<file path="src/rtl/scsi_arbsel_pkg.sv">
package scsi_arbsel_pkg;
  typedef enum logic [2:0] {
    ST_IDLE,
    ST_BUS_FREE,
    ST_ARB_BEGIN,
    ST_ARB_END,
    ST_SEL_BEGIN,
    ST_SEL_END
  } seq_state_e;
endpackage

</file>
<file path="src/rtl/arbsel_timer.sv">
module arbsel_timer #(
  parameter int CNT_W = 16
) (
  input  logic             clk_i,
  input  logic             rst_ni,
  input  logic             load_i,
  input  logic [CNT_W-1:0] load_val_i,
  output logic             zero_o
);
  logic [CNT_W-1:0] cnt_q;

  always_ff @(posedge clk_i or negedge rst_ni) begin
    if (!rst_ni)             cnt_q <= '0;
    else if (load_i)         cnt_q <= load_val_i;
    else if (cnt_q != '0)    cnt_q <= cnt_q - 1'b1;
  end

  assign zero_o = (cnt_q == '0);
endmodule

</file>
<file path="src/rtl/arbsel_judge.sv">
module arbsel_judge #(
  parameter int BUS_W  = 8,
  parameter int OWN_ID = 7
) (
  input  logic [BUS_W-1:0] bus_data_i,
  input  logic             bus_sel_i,
  output logic             won_o
);
  logic [BUS_W-1:0] above;

  for (genvar b = 0; b < BUS_W; b++) begin : g_above
    assign above[b] = (b > OWN_ID);
  end

  assign won_o = ~|(bus_data_i & above) & ~bus_sel_i;
endmodule

</file>
<file path="src/rtl/scsi_arbsel_seq.sv">
module scsi_arbsel_seq
  import scsi_arbsel_pkg::*;
#(
  parameter int BUS_W        = 8,
  parameter int OWN_ID       = 7,
  parameter int BUS_FREE_CYC = 8,
  parameter int SETTLE_CYC   = 4,
  parameter int ARB_CYC      = 24,
  parameter int CLEAR_CYC    = 8,
  parameter int TMO_W        = 16
) (
  input  logic                     clk_i,
  input  logic                     rst_ni,
  input  logic                     arb_start_i,
  input  logic                     sel_start_i,
  input  logic                     atn_req_i,
  input  logic [$clog2(BUS_W)-1:0] dest_id_i,
  input  logic [TMO_W-1:0]         sel_tmo_i,
  input  logic                     bus_bsy_i,
  input  logic                     bus_sel_i,
  input  logic [BUS_W-1:0]         bus_data_i,
  output logic                     bsy_o,
  output logic                     sel_o,
  output logic                     atn_o,
  output logic [BUS_W-1:0]         data_o,
  output logic                     done_o,
  output logic                     arb_lost_o,
  output logic                     sel_tmo_o
);
  localparam int ID_W  = $clog2(BUS_W);
  localparam int DLY_W = $clog2(BUS_FREE_CYC + SETTLE_CYC + ARB_CYC + CLEAR_CYC + 1);
  localparam int CNT_W = (TMO_W > DLY_W) ? TMO_W : DLY_W;
  localparam logic [BUS_W-1:0] OWN_BIT = BUS_W'(1) << OWN_ID;
  localparam logic [CNT_W-1:0] LD_FREE   = CNT_W'(BUS_FREE_CYC + SETTLE_CYC - 1);
  localparam logic [CNT_W-1:0] LD_RETRY  = CNT_W'(BUS_FREE_CYC - 1);
  localparam logic [CNT_W-1:0] LD_CLEAR  = CNT_W'(CLEAR_CYC - 1);
  localparam logic [CNT_W-1:0] LD_ARB    = CNT_W'(ARB_CYC - 1);

  seq_state_e       state_q, state_d;
  logic             bsy_q, bsy_d, sel_q, sel_d, atn_q, atn_d;
  logic [BUS_W-1:0] data_q, data_d;
  logic             done_q, done_d, lost_q, lost_d, tmo_q, tmo_d;
  logic [ID_W-1:0]  dst_q, dst_d;
  logic             atn_req_q, atn_req_d;
  logic [TMO_W-1:0] tmo_val_q, tmo_val_d;
  logic             ld;
  logic [CNT_W-1:0] ld_val;
  logic             tmr_zero, won, bus_idle;

  arbsel_timer #(.CNT_W(CNT_W)) i_timer (
    .clk_i      (clk_i),
    .rst_ni     (rst_ni),
    .load_i     (ld),
    .load_val_i (ld_val),
    .zero_o     (tmr_zero)
  );

  arbsel_judge #(.BUS_W(BUS_W), .OWN_ID(OWN_ID)) i_judge (
    .bus_data_i (bus_data_i),
    .bus_sel_i  (bus_sel_i),
    .won_o      (won)
  );

  assign bus_idle = ~bus_bsy_i & ~bus_sel_i;

  always_comb begin
    state_d   = state_q;
    bsy_d     = bsy_q;
    sel_d     = sel_q;
    atn_d     = atn_q;
    data_d    = data_q;
    dst_d     = dst_q;
    atn_req_d = atn_req_q;
    tmo_val_d = tmo_val_q;
    done_d    = 1'b0;
    lost_d    = 1'b0;
    tmo_d     = 1'b0;
    ld        = 1'b0;
    ld_val    = '0;
    unique case (state_q)
      ST_IDLE: begin
        if (arb_start_i) begin
          state_d = ST_BUS_FREE;
          ld      = 1'b1;
          bsy_d   = 1'b0;
          sel_d   = 1'b0;
          atn_d   = 1'b0;
          data_d  = '0;
        end else if (sel_start_i) begin
          state_d   = ST_SEL_BEGIN;
          ld        = 1'b1;
          dst_d     = dest_id_i;
          atn_req_d = atn_req_i;
          tmo_val_d = sel_tmo_i;
        end
      end
      ST_BUS_FREE: if (tmr_zero) begin
        ld = 1'b1;
        if (bus_idle) begin
          state_d = ST_ARB_BEGIN;
          ld_val  = LD_FREE;
        end else begin
          ld_val  = LD_RETRY;
        end
      end
      ST_ARB_BEGIN: if (tmr_zero) begin
        ld = 1'b1;
        if (!bus_idle) begin
          // bus taken during settle: back off and wait for a clear bus
          state_d = ST_BUS_FREE;
          ld_val  = LD_CLEAR;
          bsy_d   = 1'b0;
          data_d  = '0;
        end else begin
          state_d = ST_ARB_END;
          ld_val  = LD_ARB;
          bsy_d   = 1'b1;
          data_d  = OWN_BIT;
        end
      end
      ST_ARB_END: if (tmr_zero) begin
        state_d = ST_IDLE;
        done_d  = 1'b1;
        if (won) begin
          sel_d = 1'b1;
        end else begin
          lost_d = 1'b1;
          bsy_d  = 1'b0;
          sel_d  = 1'b0;
          atn_d  = 1'b0;
          data_d = '0;
        end
      end
      ST_SEL_BEGIN: if (tmr_zero) begin
        state_d = ST_SEL_END;
        ld      = 1'b1;
        ld_val  = (tmo_val_q == '0) ? '0 : CNT_W'(tmo_val_q - 1'b1);
        sel_d   = 1'b1;
        bsy_d   = 1'b0;
        atn_d   = atn_req_q;
        data_d  = OWN_BIT | (BUS_W'(1) << dst_q);
      end
      ST_SEL_END: if (tmr_zero) begin
        state_d = ST_IDLE;
        done_d  = 1'b1;
        sel_d   = 1'b0;
        data_d  = '0;
        if (!bus_bsy_i) begin
          tmo_d = 1'b1;
          atn_d = 1'b0;
        end
      end
      default: state_d = ST_IDLE;
    endcase
  end

  always_ff @(posedge clk_i or negedge rst_ni) begin
    if (!rst_ni) begin
      state_q   <= ST_IDLE;
      bsy_q     <= 1'b0;
      sel_q     <= 1'b0;
      atn_q     <= 1'b0;
      data_q    <= '0;
      done_q    <= 1'b0;
      lost_q    <= 1'b0;
      tmo_q     <= 1'b0;
      dst_q     <= '0;
      atn_req_q <= 1'b0;
      tmo_val_q <= '0;
    end else begin
      state_q   <= state_d;
      bsy_q     <= bsy_d;
      sel_q     <= sel_d;
      atn_q     <= atn_d;
      data_q    <= data_d;
      done_q    <= done_d;
      lost_q    <= lost_d;
      tmo_q     <= tmo_d;
      dst_q     <= dst_d;
      atn_req_q <= atn_req_d;
      tmo_val_q <= tmo_val_d;
    end
  end

  assign bsy_o      = bsy_q;
  assign sel_o      = sel_q;
  assign atn_o      = atn_q;
  assign data_o     = data_q;
  assign done_o     = done_q;
  assign arb_lost_o = lost_q;
  assign sel_tmo_o  = tmo_q;
endmodule

</file>
<file path="config.mk">
export PLATFORM = sky130hd
export DESIGN_NAME = scsi_arbsel_seq
export DESIGN_NICKNAME = d
export VERILOG_FILES = /design/src/rtl/scsi_arbsel_pkg.sv /design/src/rtl/arbsel_timer.sv /design/src/rtl/arbsel_judge.sv /design/src/rtl/scsi_arbsel_seq.sv
export SDC_FILE = /design/constraint.sdc
export NUM_CORES = 1
export LEC_CHECK = 0
export BUFFER_PORTS_ARGS = -buffer_cell sky130_fd_sc_hd__buf_2
export CAP_MARGIN = 10
export CORE_ASPECT_RATIO = 1.25
export CORE_MARGIN = 3
export CORE_UTILIZATION = 30
export DETAILED_ROUTE_END_ITERATION = 7
export PLACE_DENSITY = 0.46
export SLEW_MARGIN = 0
export SYNTH_ARGS = -nofsm -noshare
export SYNTH_HDL_FRONTEND = slang
export SYNTH_SLANG_ARGS = --single-unit
export TNS_END_PERCENT = 50
</file>
<file path="constraint.sdc">
create_clock -name clk_i -period 5.3 [get_ports clk_i]
set_input_delay 1.06 -clock clk_i [delete_from_list [all_inputs] [get_ports clk_i]]
set_output_delay 1.06 -clock clk_i [all_outputs]
set_load 0.05 [all_outputs]
</file>
==> run metrics <==
Post-synth EDFFs=0; Seq cells post-synth=53; status=finished clean; relative max-transition margin=42.8%; clk buf depth=2; share of the yosys chip area belonging to registers=44.3%; initial antenna violation count=0; Clk pin slew, worst setup/hold paths=0.07 ns; First-pass DRT Iterations=4; Area growth syn-to-layout=15.9%; final hold vios=0; Worst Tran Pin Value=0.856 ns; Post-Layout Cell Count=459; Async SR Flop Fraction=100%; arrival time worst endpoint=2.56 ns; clk_skew=0.00612 ns; Reg-to-Reg End=i_timer.cnt_q[9]$_DFFE_PN0P_; Sw Share=24.3%; Int Pwr=675 µW; Tmin final=2.37 ns; Antenna diodes=0; Hold Crit Class=register to register; wire per inst=15.7 µm; latest clock arrival within the worst-skew pair=0.29 ns; DRC errors left=0; total power=892 µW; part of the power in registers=49.5%; Vias=2,354; Final #Nets=370; die footprint=0.0112 mm²; average size of a mapped cell=10.1 µm²; Synth cell types=56; clock buffers created by TritonCTS=5; CTS tree=built; syn nets=333; clock power share=41.9%; total grt overflow=0; Cells after DPL=452; RSZ-0062 raised after global routing=no; number of vias per cell=5.13; hpwl dp=5310 µm; site row count=40; worst reg2reg setup slack=2.94 ns; Post-Syn Area=0.00299 mm²; Net Sw Power=217 µW; Max FO, Critical Path=16; Root Buffer=clkbuf_16; worst reg2reg startpoint=state_q[2]$_DFFE_PN0P_; Setup TNS=0 ns; first-pass GRT wire length=12,000 µm; share of post-route cells with drive strength above 1=24.0%; max incr delay on CP=0.66 ns; reg2reg path depth=4; Worst Path Buf+Inv=1; Setup Fix Bufs, Post-CTS=0; CP Class=input port to register; Initial Utilization=31.0%; IO Count=48; DR iter-0 viols=185; GP Congestion=0.809; CP Launch Type=input port; post_cts resized=0; # port buffers=39; Ys Warns=0; Hold Buf Count CTS=0; end point of the critical path=data_o[0]$_DFFE_PN0P_; H-tree Lvls=2; final worst-path cycle share=44.7%; Req. time, crit path=5.49 ns; Setup crit end kind=register; Total GRT Usage=13.6%; Critical Path Stages=4; Max Freq=0.422 GHz; combinational power share=8.6%; Critical path origin=arb_start_i; Gate Count Post-Synth=296; fin. max-slew vios=0; maximum vdd drop=0.196 mV; vias in the first global route=2,329; largest net degree at the start of global routing=54; DRT Wirelength=7220 µm; Core Area=0.00966 mm²; Chip Width=95.3 µm; Worst path top cell family by delay=compound AO/OA/AOI/OAI gates; clock sink count=53; # setup viols final=0; max cap viols=0; die height=118 µm; antenna violation net count after detailed routing=0; Power Dens Cells=257 mW/mm²; Synth Flop Type=dfrtp_1; CP Cell Sequence=buf_2 -> or4b_2 -> o21a_1 -> o41ai_1; Leak Pwr=0.00153 µW; slowest CP cell=or4b_2
-- worst reg2reg max path, stage by stage (launching register included) --
cell,delay [ns]
dfrtp_1,0.80
nand2_1,0.27
a31oi_1,0.66
nand2_1,0.34
o22ai_1,0.21
-- metal layers --
layer  GRT usage, %  part of all wire [%]
met5              0                     0
met4           3.79                   1.2
met3           2.37                   2.5
met2           22.5                    50
met1           18.2                    46
-- cell families after synthesis --
family,Yosys count,synth area share [%]
compound gates,69,14.8
fa+ha+maj,4,1.59
xor+xnor,25,7.32
flops,53,44.3
buf+inv,16,2.38
simple gates,108,21.7
mux,21,7.86
-- worst min-delay path by stage --
stage / endpoint / slack, ns / start / cells after the start
2_1_floorplan: atn_req_q$_DFFE_PN0P_ / 0.48 / atn_req_q$_DFFE_PN0P_ / 1
3_3_place_gp: data_o[4]$_DFFE_PN0P_ / 0.46 / data_o[4]$_DFFE_PN0P_ / 2
3_5_place_dp: data_o[4]$_DFFE_PN0P_ / 0.46 / data_o[4]$_DFFE_PN0P_ / 2
6_report: data_o[4]$_DFFE_PN0P_ / 0.47 / data_o[4]$_DFFE_PN0P_ / 2
5_1_grt: data_o[4]$_DFFE_PN0P_ / 0.50 / data_o[4]$_DFFE_PN0P_ / 2
4_1_cts: data_o[4]$_DFFE_PN0P_ / 0.48 / data_o[4]$_DFFE_PN0P_ / 2
-- through the flow --
stage / util [%] / setup WS [ns] / hold slack [ns] / area (µm²)
2_1_floorplan: - / 2.98 / 0.479 / 2990
3_3_place_gp: 34.2 / 2.64 / 0.462 / 3300
3_5_place_dp: 34.2 / 2.60 / 0.460 / 3300
4_1_cts: 35.9 / 2.91 / 0.477 / 3470
5_1_grt: 35.9 / 2.71 / 0.497 / 3470
6_report: 35.9 / 2.93 / 0.472 / 3470
-- sequential cells by signal, indices dropped and copies added, names as in the netlist --
name	count
arb_lost_o	1
atn_o	1
atn_req_q	1
bsy_o	1
data_o	8
done_o	1
dst_q	3
i_timer.cnt_q	16
sel_o	1
sel_tmo_o	1
state_q	3
tmo_val_q	16
-- final cells by class --
type | count | area [µm²]
clock inverters | 2 | 38.8
flip-flops and latches | 53 | 1330
clock buffers | 5 | 125
repair buffers | 40 | 203
well taps | 126 | 158
fillers | 1006 | 6190
multi-input cells | 227 | 1600
inverters | 6 | 22.5
-- layout by cell type, fill, tap and decap left out, types with 3 or more instances in the layout --
| cell type | synthesis | layout |
|---|---|---|
| a21oi_1 | 18 | 18 |
| o31ai_1 | 6 | 6 |
| ha_1 | 3 | 3 |
| inv_1 | 6 | 6 |
| o21a_1 | 3 | 3 |
| mux2_2 | 20 | 20 |
| xor2_1 | 13 | 13 |
| dfrtp_1 | 53 | 53 |
| nor2_1 | 19 | 19 |
| nor3_1 | 12 | 12 |
| nand2b_1 | 10 | 10 |
| a31oi_1 | 3 | 3 |
| o22ai_1 | 12 | 12 |
| nand3_1 | 3 | 3 |
| nor3b_1 | 4 | 4 |
| nand2_1 | 27 | 27 |
| clkbuf_16 | 0 | 5 |
| buf_2 | 0 | 39 |
| nor4_1 | 4 | 4 |
| xnor2_1 | 12 | 12 |
| nor2b_1 | 4 | 4 |
| or4_1 | 3 | 3 |
| o21ai_0 | 9 | 9 |
-- power groups by stage --
stage                     sequential, µW  clock [µW]  combinational [µW]
after floorplan                      454           0                40.1
after CTS                            441         387                77.9
final                                442         374                76.4
after global placement               449           0                77.1
after detailed placement             449           0                77.6
after global routing                 445         400                85.9
-- synthesized netlist by cell type, types with 3 or more instances --
cell,number,share of area (%)
nor3_1,12,2.0
nand3_1,3,0.50
a31oi_1,3,0.63
ha_1,3,1.3
nand2b_1,10,2.1
o31ai_1,6,1.5
o22ai_1,12,2.5
clkbuf_1,7,0.88
mux2_2,20,7.5
inv_1,6,0.75
dfrtp_1,53,44
nand2_1,27,3.4
nor2b_1,4,0.84
o21ai_0,9,1.5
xnor2_1,12,3.5
nor2_1,19,2.4
nor4_1,4,0.84
xor2_1,13,3.8
a21oi_1,18,3.0
o21a_1,3,0.75
nor3b_1,4,1.0
or4_1,3,0.75
(Power assumes the default switching activity.)
